<file path="src/rtl/fbc_pkg.sv">
package fbc_pkg;

    typedef struct packed {
        logic missing;
        logic extra;
    } fbc_evt_t;

    localparam fbc_evt_t FBC_EVT_NONE = '{missing: 1'b0, extra: 1'b0};

    function automatic fbc_evt_t fbc_classify(input logic accept,
                                              input logic frame_end,
                                              input logic beat_last);
        fbc_evt_t r;
        r.missing = accept &  frame_end & ~beat_last;
        r.extra   = accept & ~frame_end &  beat_last;
        return r;
    endfunction

endpackage

</file>
<file path="src/rtl/fbc_frame_counter.sv">
module fbc_frame_counter #(
    parameter int LEN_W = 12
) (
    input  logic             clk,
    input  logic             rst_n,
    input  logic             accept,
    input  logic [LEN_W-1:0] cfg_len,
    output logic             frame_end
);
    typedef struct packed {
        logic [LEN_W-1:0] cnt;
        logic [LEN_W-1:0] len;
    } cnt_state_t;

    cnt_state_t st_d, st_q;
    logic [LEN_W-1:0] len_eff;
    logic [LEN_W-1:0] last_idx;

    always_comb begin
        len_eff   = (st_q.len == '0) ? LEN_W'(1) : st_q.len;
        last_idx  = len_eff - LEN_W'(1);
        frame_end = (st_q.cnt == last_idx);
        st_d      = st_q;
        if (accept) begin
            if (frame_end) begin
                st_d.cnt = '0;
                st_d.len = cfg_len;
            end else begin
                st_d.cnt = st_q.cnt + LEN_W'(1);
            end
        end
    end

    always_ff @(posedge clk) begin
        if (!rst_n) begin
            st_q.cnt <= '0;
            st_q.len <= cfg_len;
        end else begin
            st_q <= st_d;
        end
    end
endmodule

</file>
<file path="src/rtl/fbc_event_gen.sv">
module fbc_event_gen
    import fbc_pkg::*;
(
    input  logic clk,
    input  logic rst_n,
    input  logic accept,
    input  logic frame_end,
    input  logic beat_last,
    output logic evt_missing,
    output logic evt_extra
);
    fbc_evt_t ev_d, ev_q;

    always_comb begin
        ev_d = fbc_classify(accept, frame_end, beat_last);
    end

    always_ff @(posedge clk) begin
        if (!rst_n) ev_q <= FBC_EVT_NONE;
        else        ev_q <= ev_d;
    end

    assign evt_missing = ev_q.missing;
    assign evt_extra   = ev_q.extra;
endmodule

</file>
<file path="src/rtl/frame_edge_check.sv">
module frame_edge_check #(
    parameter int DATA_W = 16,
    parameter int LEN_W  = 12
) (
    input  logic              clk,
    input  logic              rst_n,
    input  logic [LEN_W-1:0]  cfg_frame_len,
    input  logic [DATA_W-1:0] s_data,
    input  logic              s_last,
    input  logic              s_valid,
    output logic              s_ready,
    output logic [DATA_W-1:0] m_data,
    output logic              m_last,
    output logic              m_valid,
    input  logic              m_ready,
    output logic              evt_missing_last,
    output logic              evt_extra_last
);
    logic accept;
    logic frame_end;

    assign m_data  = s_data;
    assign m_last  = s_last;
    assign m_valid = s_valid;
    assign s_ready = m_ready;
    assign accept  = s_valid & m_ready;

    fbc_frame_counter #(.LEN_W(LEN_W)) u_cnt (
        .clk       (clk),
        .rst_n     (rst_n),
        .accept    (accept),
        .cfg_len   (cfg_frame_len),
        .frame_end (frame_end)
    );

    fbc_event_gen u_evt (
        .clk         (clk),
        .rst_n       (rst_n),
        .accept      (accept),
        .frame_end   (frame_end),
        .beat_last   (s_last),
        .evt_missing (evt_missing_last),
        .evt_extra   (evt_extra_last)
    );
endmodule

</file>
<file path="config.mk">
export PLATFORM = sky130hd
export DESIGN_NAME = frame_edge_check
export DESIGN_NICKNAME = d
export VERILOG_FILES = /design/src/rtl/fbc_pkg.sv /design/src/rtl/fbc_frame_counter.sv /design/src/rtl/fbc_event_gen.sv /design/src/rtl/frame_edge_check.sv
export SDC_FILE = /design/constraint.sdc
export NUM_CORES = 1
export LEC_CHECK = 0
export CAP_MARGIN = 0
export CORE_MARGIN = 4
export CORE_UTILIZATION = 47
export CTS_BUF_LIST = sky130_fd_sc_hd__clkbuf_4
export CTS_CLUSTER_DIAMETER = 80
export DETAILED_ROUTE_END_ITERATION = 8
export PLACE_DENSITY = 0.87
export SYNTH_ARGS = -nofsm -noshare
export SYNTH_HDL_FRONTEND = slang
export SYNTH_SLANG_ARGS = --single-unit
</file>
<file path="constraint.sdc">
create_clock -name clk -period 4.78 [get_ports clk]
set_input_delay 0.717 -clock clk [delete_from_list [all_inputs] [get_ports clk]]
set_output_delay 0.717 -clock clk [all_outputs]
set_load 0.05 [all_outputs]
</file>
Yosys cells after proc, flatten, opt, wreduce, memory -nomap -nowiden --
Cells that the tools add are included.
Operators by class: add/sub/neg operators 2, multipliers 0, divide/modulo/power cells 0, order comparisons 0, equality and inequality tests 3, shifts and indexed selects 0, multiplexer cells 5, bitwise gates (word level) 7, reductions and logical operators 2
Operators by type and width (number):
- 12-bit 2-to-1 mux | 5
- 12-bit by 1-bit adder with 12-bit output (second input constant) | 1
- 12-bit == test | 1
- 12-bit zero test | 1
- 12-bit by 1-bit subtractor with 12-bit output (second input constant) | 1
- 1-bit bitwise AND | 5
- 2-bit by 1-bit inequality test with 1-bit output (second input constant) | 2
- 1-bit NOT | 2
- 2-bit AND reduction | 1
Word-level totals: register bits 26, bits in latches 0, RAM bits 0, memory bits (read-only) 0, input port bits 33, word-level logic and storage cells 23, memories 0

Logic depth before layout (Yosys ltp) --
Gate-level depths: netlist of run 1.
depth after elaboration 7, depth in mapped cells 11, mapped depth without buffers 9

Cells and area by module --
A second synthesis of run 1 with hierarchy kept.
Unflattened totals: cells, all modules 149, area total of the unflattened synthesis 1532.7 um^2
Modules (own cells, without submodules):
- fbc_frame_counter | times used 1, cells each 125, area each 1323.8 um^2, sequential area each 600.6 um^2
- frame_edge_check | times used 1, cells each 20, area each 148.9 um^2, sequential area each 0.0 um^2
- fbc_event_gen | times used 1, cells each 4, area each 60.1 um^2, sequential area each 40.0 um^2

Worst setup path after synthesis of run 1 --
Ideal clock, no wire load.
kind reg2reg, start reg u_cnt.st_q[8] (netlist bit), end reg u_cnt.st_q[0] (netlist bit), enable pin, arrival time 3.179 ns, setup slack 1.213 ns, stages on the path, launching flop included 11, buffers on the path 2, clock period less this slack 3.567 ns, cell sequence edfxtp_1 > clkbuf_1 > nor2_1 > a41oi_1 > ha_1 > or3b_2 > clkbuf_1 > or3_1 > nand3_2 > o2111ai_4 > o41ai_4
Between the ends: word-level cells in the longest chain between the ends 6
Ends and longest elaborated chain:
- start, declared | line fbc_frame_counter.sv:15 | cnt_state_t st_d, st_q;
- start signal, assigned | line fbc_frame_counter.sv:39 | st_q <= st_d;
- 12-bit zero test | line fbc_frame_counter.sv:20 | len_eff = (st_q.len == '0) ? LEN_W'(1) : st_q.len;
- 12-bit 2-to-1 mux (*) | line fbc_frame_counter.sv:20
- 12-bit by 1-bit subtractor with 12-bit output (*) | line fbc_frame_counter.sv:21 | last_idx = len_eff - LEN_W'(1);
- 12-bit == test (*) | line fbc_frame_counter.sv:22 | frame_end = (st_q.cnt == last_idx);
- 2-bit by 1-bit inequality test with 1-bit output (no source line) (*)
- 2-bit AND reduction (no source line) (*)
Mark *: on every way between the ends. The rest lies on a longest branch, timed or not. A chain may end at the register's enable or synchronous reset.

Worst setup path after layout of run 1 --
start reg u_cnt.st_q[4] (netlist bit), end reg u_cnt.st_q[2] (netlist bit), enable pin
The elaborated chain is that of the path after synthesis.

==> results of run 1 <==
==> routing by layer <==
metal	up-vias	wire length (um)	track usage
li1	572	-	-
met2	40	1348	0.2389
met4	0	50	0.06345
met1	514	1161	0.1705
met5	-	0	0
met3	4	215	0.03541
==> Yosys cell counts, types with 3 or more instances <==
| library cell | number |
|---|---|
| nor3_1 | 4 |
| xnor2_1 | 10 |
| nand3_1 | 7 |
| inv_1 | 3 |
| nor2_1 | 18 |
| nor4_1 | 3 |
| nand4_1 | 4 |
| xor2_1 | 13 |
| edfxtp_1 | 12 |
| a21boi_0 | 3 |
| nand2_1 | 10 |
| clkbuf_1 | 3 |
| dfxtp_1 | 14 |
| buf_4 | 21 |
==> flip-flops by register name, indices dropped and copies added (netlist names) <==
| signal | flops |
|---|---|
| u_evt.evt_missing | 1 |
| u_cnt.st_q | 24 |
| u_evt.evt_extra | 1 |
==> stage by stage <==
| stage | utilization | power, mW | hold slack (ns) | std cells |
|---|---|---|---|---|
| after floorplan | - | 0.3248 | 0.4818 | 162 |
| after global placement | 0.5159 | 0.3099 | 0.5088 | 205 |
| after detailed placement | 0.5159 | 0.3108 | 0.5283 | 205 |
| after CTS | 0.5238 | 0.4022 | 0.5472 | 209 |
| after global routing | 0.5238 | 0.4182 | 0.5576 | 209 |
| final | 0.5238 | 0.3960 | 0.5435 | 209 |
==> power by group <==
part | switching (mW) | leakage, nW | internal [mW] | total, mW
Clock | 0.0598 | 0.0154 | 0.0306 | 0.0904
Combinational | 0.0283 | 0.331 | 0.0278 | 0.0560
Sequential | 0.00915 | 0.230 | 0.240 | 0.250
Total | 0.0972 | 0.577 | 0.299 | 0.396
==> worst min-delay path, stage by stage (launching register included) <==
cell	delay, ns
dfxtp_1	0.37
nand2_1	0.07
a21boi_0	0.06
==> final cells by class <==
cell class | instances | area (um^2)
Tap cell | 46 | 57.56
Timing Repair Buffer | 22 | 217.7
Sequential cell | 26 | 640.6
Multi-Input combinational cell | 108 | 794.5
Fill cell | 310 | 1589
Clock inverter | 1 | 3.754
Clock buffer | 3 | 22.52
Inverter | 3 | 11.26
==> cell families after synthesis <==
family	after synthesis
simple gates	63
buf+inv	28
flops	26
xor+xnor	23
compound gates	20
fa+ha+maj	2
==> worst min path at each step <==
stage	start	end	slack [ns]	depth (start not counted)
2_1_floorplan	u_cnt.st_q[13]	u_cnt.st_q[13]	0.48	2
6_report	u_cnt.st_q[13]	u_cnt.st_q[13]	0.54	2
3_5_place_dp	u_cnt.st_q[23]	u_cnt.st_q[23]	0.53	2
5_1_grt	u_cnt.st_q[13]	u_cnt.st_q[13]	0.56	2
3_3_place_gp	u_cnt.st_q[13]	u_cnt.st_q[13]	0.51	2
4_1_cts	u_cnt.st_q[13]	u_cnt.st_q[13]	0.55	2
==> flow_metrics.env, run 1 <==
export IMPL_h_tree_depth=1
export IMPL_cp_endpoint="u_cnt.st_q[2]"
export IMPL_worstPathArrival_ns=3.77
export IMPL_drt_iter0_markers=58
export IMPL_hold_viol=0
export IMPL_hp_class="reg -> reg"
export IMPL_path_cells="nor4_2, a41oi_1, ha_1, or3b_2, nor4_1, nor3_1, o2111ai_4, o41ai_4, buf_4"
export IMPL_max_freq_mhz=268.0
export IMPL_vias=1130
export IMPL_dr_pass1_iters=4
export IMPL_fin_ws_ns=1.048
export IMPL_path_max_fanout=11
export IMPL_cts_root_buf="clkbuf_4"
export IMPL_placed_area_um2=1722
export IMPL_grt_pass1_vias=1054
export IMPL_drc_errors=0
export IMPL_critPathSlowestCell="o41ai_4"
export IMPL_synth_nets=197
export IMPL_cp_depth=9
export IMPL_yosys_cell_types_count=45
export IMPL_overflow=0
export IMPL_synth_compound_area_frac=0.1408
export IMPL_cts_setup_buffers=0
export IMPL_cts_tree="yes"
export IMPL_postCtsHoldBufs=0
export IMPL_clock_path_buffers=2
export IMPL_grt_max_degree=15
export IMPL_wire_per_inst_um=13.28
export IMPL_finalClockSkew_ns=0.002139
export IMPL_grt_use_total=0.1424
export IMPL_p_per_area_nw_per_um2=226.6
export IMPL_postSynthCellCount=162
export IMPL_cellLeakagePower_nw=0.5773
export IMPL_synthMuxAreaShare=0
export IMPL_core_area_um2=3337
export IMPL_place_ws_ns=1.029
export IMPL_io_pins=54
export IMPL_drive_above_1_share=0.07975
export IMPL_synth_top_family_by_area="simple AND/OR/NAND/NOR gates"
export IMPL_worstReg2RegEnd="u_cnt.st_q[2]"
export IMPL_maxSlewHeadroom=0.5465
export IMPL_mostFrequentLayoutCells="clkdlybuf4s50_1 (21), nor2_1 (18), dfxtp_1 (14)"
export IMPL_ys_seq_area_frac=0.3938
export IMPL_path_class="reg -> reg"
export IMPL_gp_congestion=0.9012
export IMPL_slowest_delay_ns=0.70
export IMPL_max_cap_violations=0
export IMPL_diodes=0
export IMPL_wl_mm=2.775
export IMPL_area_delta_synth_final_pct=7.462
export IMPL_syn_mean_instance_area_um2=10.04
export IMPL_antenna_found_initial=0
export IMPL_ir_drop_mv=0.1854
export IMPL_die_area_um2=4466
export IMPL_final_setup_tns_ns=0
export IMPL_nNetsFinal=199
export IMPL_synthSimpleGateAreaFrac=0.2085
export IMPL_synth_fa_ha_area_frac=0.01538
export IMPL_timing_rr_start="u_cnt.st_q[4]"
export IMPL_layout_min_cycle_time_ns=3.732
export IMPL_critical_path_startpoint="u_cnt.st_q[4]"
export IMPL_synth_edff_count=12
export IMPL_avgViaCountPerCell=5.407
export IMPL_cts_resized_gates=0
export IMPL_yosys_area_top_type="edfxtp_1"
export IMPL_grt_pass1_wl_mm=4.726
export IMPL_drv_slew=0
export IMPL_netlist_top_cells_area="edfxtp_1 (22%), dfxtp_1 (17%), buf_4 (9.7%)"
export IMPL_finish_instance_area_um2=1748
export IMPL_path_clk_slew_ns=0.13
export IMPL_rsz0062_at_grt="no"
export IMPL_yosys_warnings=0
export IMPL_reg2reg_depth=9
export IMPL_port_buffers=21
export IMPL_die_y_um=66.83
export IMPL_worstSetupEndpointType="flop"
export IMPL_crit_buf_inv=1
export IMPL_cts_sinks=26
export IMPL_finalSetupViolations=0
export IMPL_start_util=0.4874
export IMPL_layout_commonest_cell="clkdlybuf4s50_1"
export IMPL_worstMarginPinSlew_ns=0.6779
export IMPL_fin_crit_sh=0.7807
export IMPL_die_w_um=66.83
export IMPL_rrSetupSlack_ns=1.05
export IMPL_cp_top_family="simple AND/OR/NAND/NOR gates"
export IMPL_startpoint_type="flop"
export IMPL_post_synth_top_area_fraction=0.2215
export IMPL_synthArstFlopShare=0
export IMPL_synth_seq_cells=26
export IMPL_synth_xor_area_share=0.1238
export IMPL_synthFlopType="dfxtp_1"
export IMPL_rows=21
export IMPL_cp_required_ns=4.82
export IMPL_worstSkewPairLatency_ns=0.31
export IMPL_syn_area_um2=1627
export IMPL_dp_hpwl_mm=2.219
export IMPL_cts_made_buffers=3
export IMPL_run_status="finished clean"
export IMPL_antenna_left=0
Power figures use the tool's default switching activity.
==> run 2: changes to the inputs <==
--- a/config.mk
+++ b/config.mk
@@ -7,11 +7,11 @@
 export LEC_CHECK = 0
 export CAP_MARGIN = 0
 export CORE_MARGIN = 4
-export CORE_UTILIZATION = 47
+export CORE_UTILIZATION = 43
 export CTS_BUF_LIST = sky130_fd_sc_hd__clkbuf_4
 export CTS_CLUSTER_DIAMETER = 80
 export DETAILED_ROUTE_END_ITERATION = 8
-export PLACE_DENSITY = 0.87
+export PLACE_DENSITY = 0.84
 export SYNTH_ARGS = -nofsm -noshare
 export SYNTH_HDL_FRONTEND = slang
 export SYNTH_SLANG_ARGS = --single-unit
==> constraint.sdc (replaced) <==
create_clock -name clk -period 3.4 [get_ports clk]
set_input_delay 0.51 -clock clk [delete_from_list [all_inputs] [get_ports clk]]
set_output_delay 0.51 -clock clk [all_outputs]
set_load 0.05 [all_outputs]
==> flow_metrics.env, run 2 (synthesis gave the netlist of run 1 again) <==
export IMPL_run_status="finished clean"
export IMPL_grt_use_total=0.1236
export IMPL_hp_class="reg -> reg"
export IMPL_worstMarginPinSlew_ns=0.5550
export IMPL_postCtsHoldBufs=0
export IMPL_maxSlewHeadroom=0.6300
export IMPL_cts_resized_gates=0
export IMPL_finalSetupViolations=0
export IMPL_mostFrequentLayoutCells="clkdlybuf4s50_1 (21), nor2_1 (18), dfxtp_1 (14)"
export IMPL_fillers=333
export IMPL_fin_crit_sh=0.9470
export IMPL_gp_congestion=0.9643
export IMPL_overflow=0
export IMPL_diodes=0
export IMPL_place_inst=209
export IMPL_core_area_um2=3661
export IMPL_fin_cells=213
export IMPL_die_area_um2=4831
export IMPL_wire_per_inst_um=13.40
export IMPL_antenna_left=0
export IMPL_worstPathArrival_ns=3.26
export IMPL_cts_root_buf="clkbuf_4"
export IMPL_grt_pass1_wl_mm=4.864
export IMPL_rows=22
export IMPL_cts_tree="yes"
export IMPL_max_cap_violations=0
export IMPL_max_freq_mhz=310.6
export IMPL_cellLeakagePower_nw=0.5940
export IMPL_nNetsFinal=201
export IMPL_avgViaCountPerCell=5.408
export IMPL_cp_required_ns=3.44
export IMPL_die_w_um=69.51
export IMPL_wl_mm=2.854
export IMPL_drive_above_1_share=0.1030
export IMPL_final_setup_tns_ns=0
export IMPL_layout_min_cycle_time_ns=3.220
export IMPL_antenna_found_initial=0
export IMPL_drt_iter0_markers=28
export IMPL_layout_commonest_cell="clkdlybuf4s50_1"
export IMPL_largest_reg_flops=24
export IMPL_io_pins=54
export IMPL_die_y_um=69.51
export IMPL_ir_drop_mv=0.2756
export IMPL_final_seq_area_um2=640.6
export IMPL_worstSkewPairLatency_ns=0.32
export IMPL_rsz0062_at_grt="no"
export IMPL_path_clk_slew_ns=0.13
export IMPL_area_delta_synth_final_pct=10.69
export IMPL_grt_max_degree=22
export IMPL_clock_path_buffers=2
export IMPL_multi_input_area_um2=817.0
export IMPL_cts_sinks=26
export IMPL_path_class="reg -> reg"
export IMPL_dp_hpwl_mm=2.239
export IMPL_port_buffers=21
export IMPL_top_register="u_cnt.st_q"
export IMPL_cts_setup_buffers=0
export IMPL_h_tree_depth=1
export IMPL_drc_errors=0
export IMPL_drv_slew=0
export IMPL_vias=1152
export IMPL_start_util=0.4443
export IMPL_cts_made_buffers=3
export IMPL_startpoint_type="flop"
export IMPL_dr_pass1_iters=4
export IMPL_hold_viol=0
export IMPL_worstSetupEndpointType="flop"
export IMPL_finalClockSkew_ns=0.006922
export IMPL_fin_util=0.4918
export IMPL_grt_pass1_vias=1086
export IMPL_p_per_area_nw_per_um2=312.4
export IMPL_path_max_fanout=21
-- run 2: path summary, 6_finish.rpt --
kind               endpoint  cells past startpoint  slack, ns           start
min          u_cnt.st_q[13]                      2       0.55  u_cnt.st_q[13]
min reg2reg  u_cnt.st_q[13]                      2       0.55  u_cnt.st_q[13]
max reg2reg   u_cnt.st_q[2]                      9       0.18   u_cnt.st_q[5]
max           u_cnt.st_q[2]                      9       0.18   u_cnt.st_q[5]
-- run 2: layer usage --
layer  vias to the layer above  part of all wire  global-route usage  wire, um
li1                        573                 -                   -         -
met1                       545              0.44              0.1560      1264
met2                        25              0.48              0.1960      1356
met3                         9             0.049             0.01739       141
met4                         0             0.032             0.08026        92
met5                         -                 0                   0         0
-- run 2: layout make-up --
class	instances	share of cell area
Clock buffer	3	0.01251
Timing Repair Buffer	24	0.1362
Sequential cell	26	0.3558
Multi-Input combinational cell	108	0.4538
Inverter	3	0.006254
Clock inverter	1	0.002085
Tap cell	48	0.03336
-- run 2: critical path, cell delays in order, from the launching register on --
cell,delay (ns)
edfxtp_1,0.52
nor4_4,0.47
a41oi_2,0.21
ha_1,0.28
or3b_2,0.26
nor4_1,0.06
nor3_1,0.36
o2111ai_4,0.20
o41ai_4,0.36
buf_12,0.20
-- run 2: through the flow --
stage / setup slack (ns) / cell area, um^2 / total power [mW] / hold WS [ns]
after floorplan: 0.02342 / 1652 / 0.4592 / 0.4818
after global placement: 0.3398 / 1774 / 0.4410 / 0.5141
after detailed placement: 0.2136 / 1774 / 0.4425 / 0.5296
after CTS: 0.1906 / 1800 / 0.5697 / 0.5455
after global routing: 0.01172 / 1800 / 0.5918 / 0.5549
final: 0.1801 / 1800 / 0.5624 / 0.5493
-- run 2: where the power goes --
part | leakage, nW | internal, mW | switching, mW | total [mW]
Clock | 0.0154 | 0.0430 | 0.0839 | 0.127
Combinational | 0.348 | 0.0422 | 0.0420 | 0.0843
Sequential | 0.230 | 0.338 | 0.0132 | 0.351
Total | 0.594 | 0.423 | 0.139 | 0.562
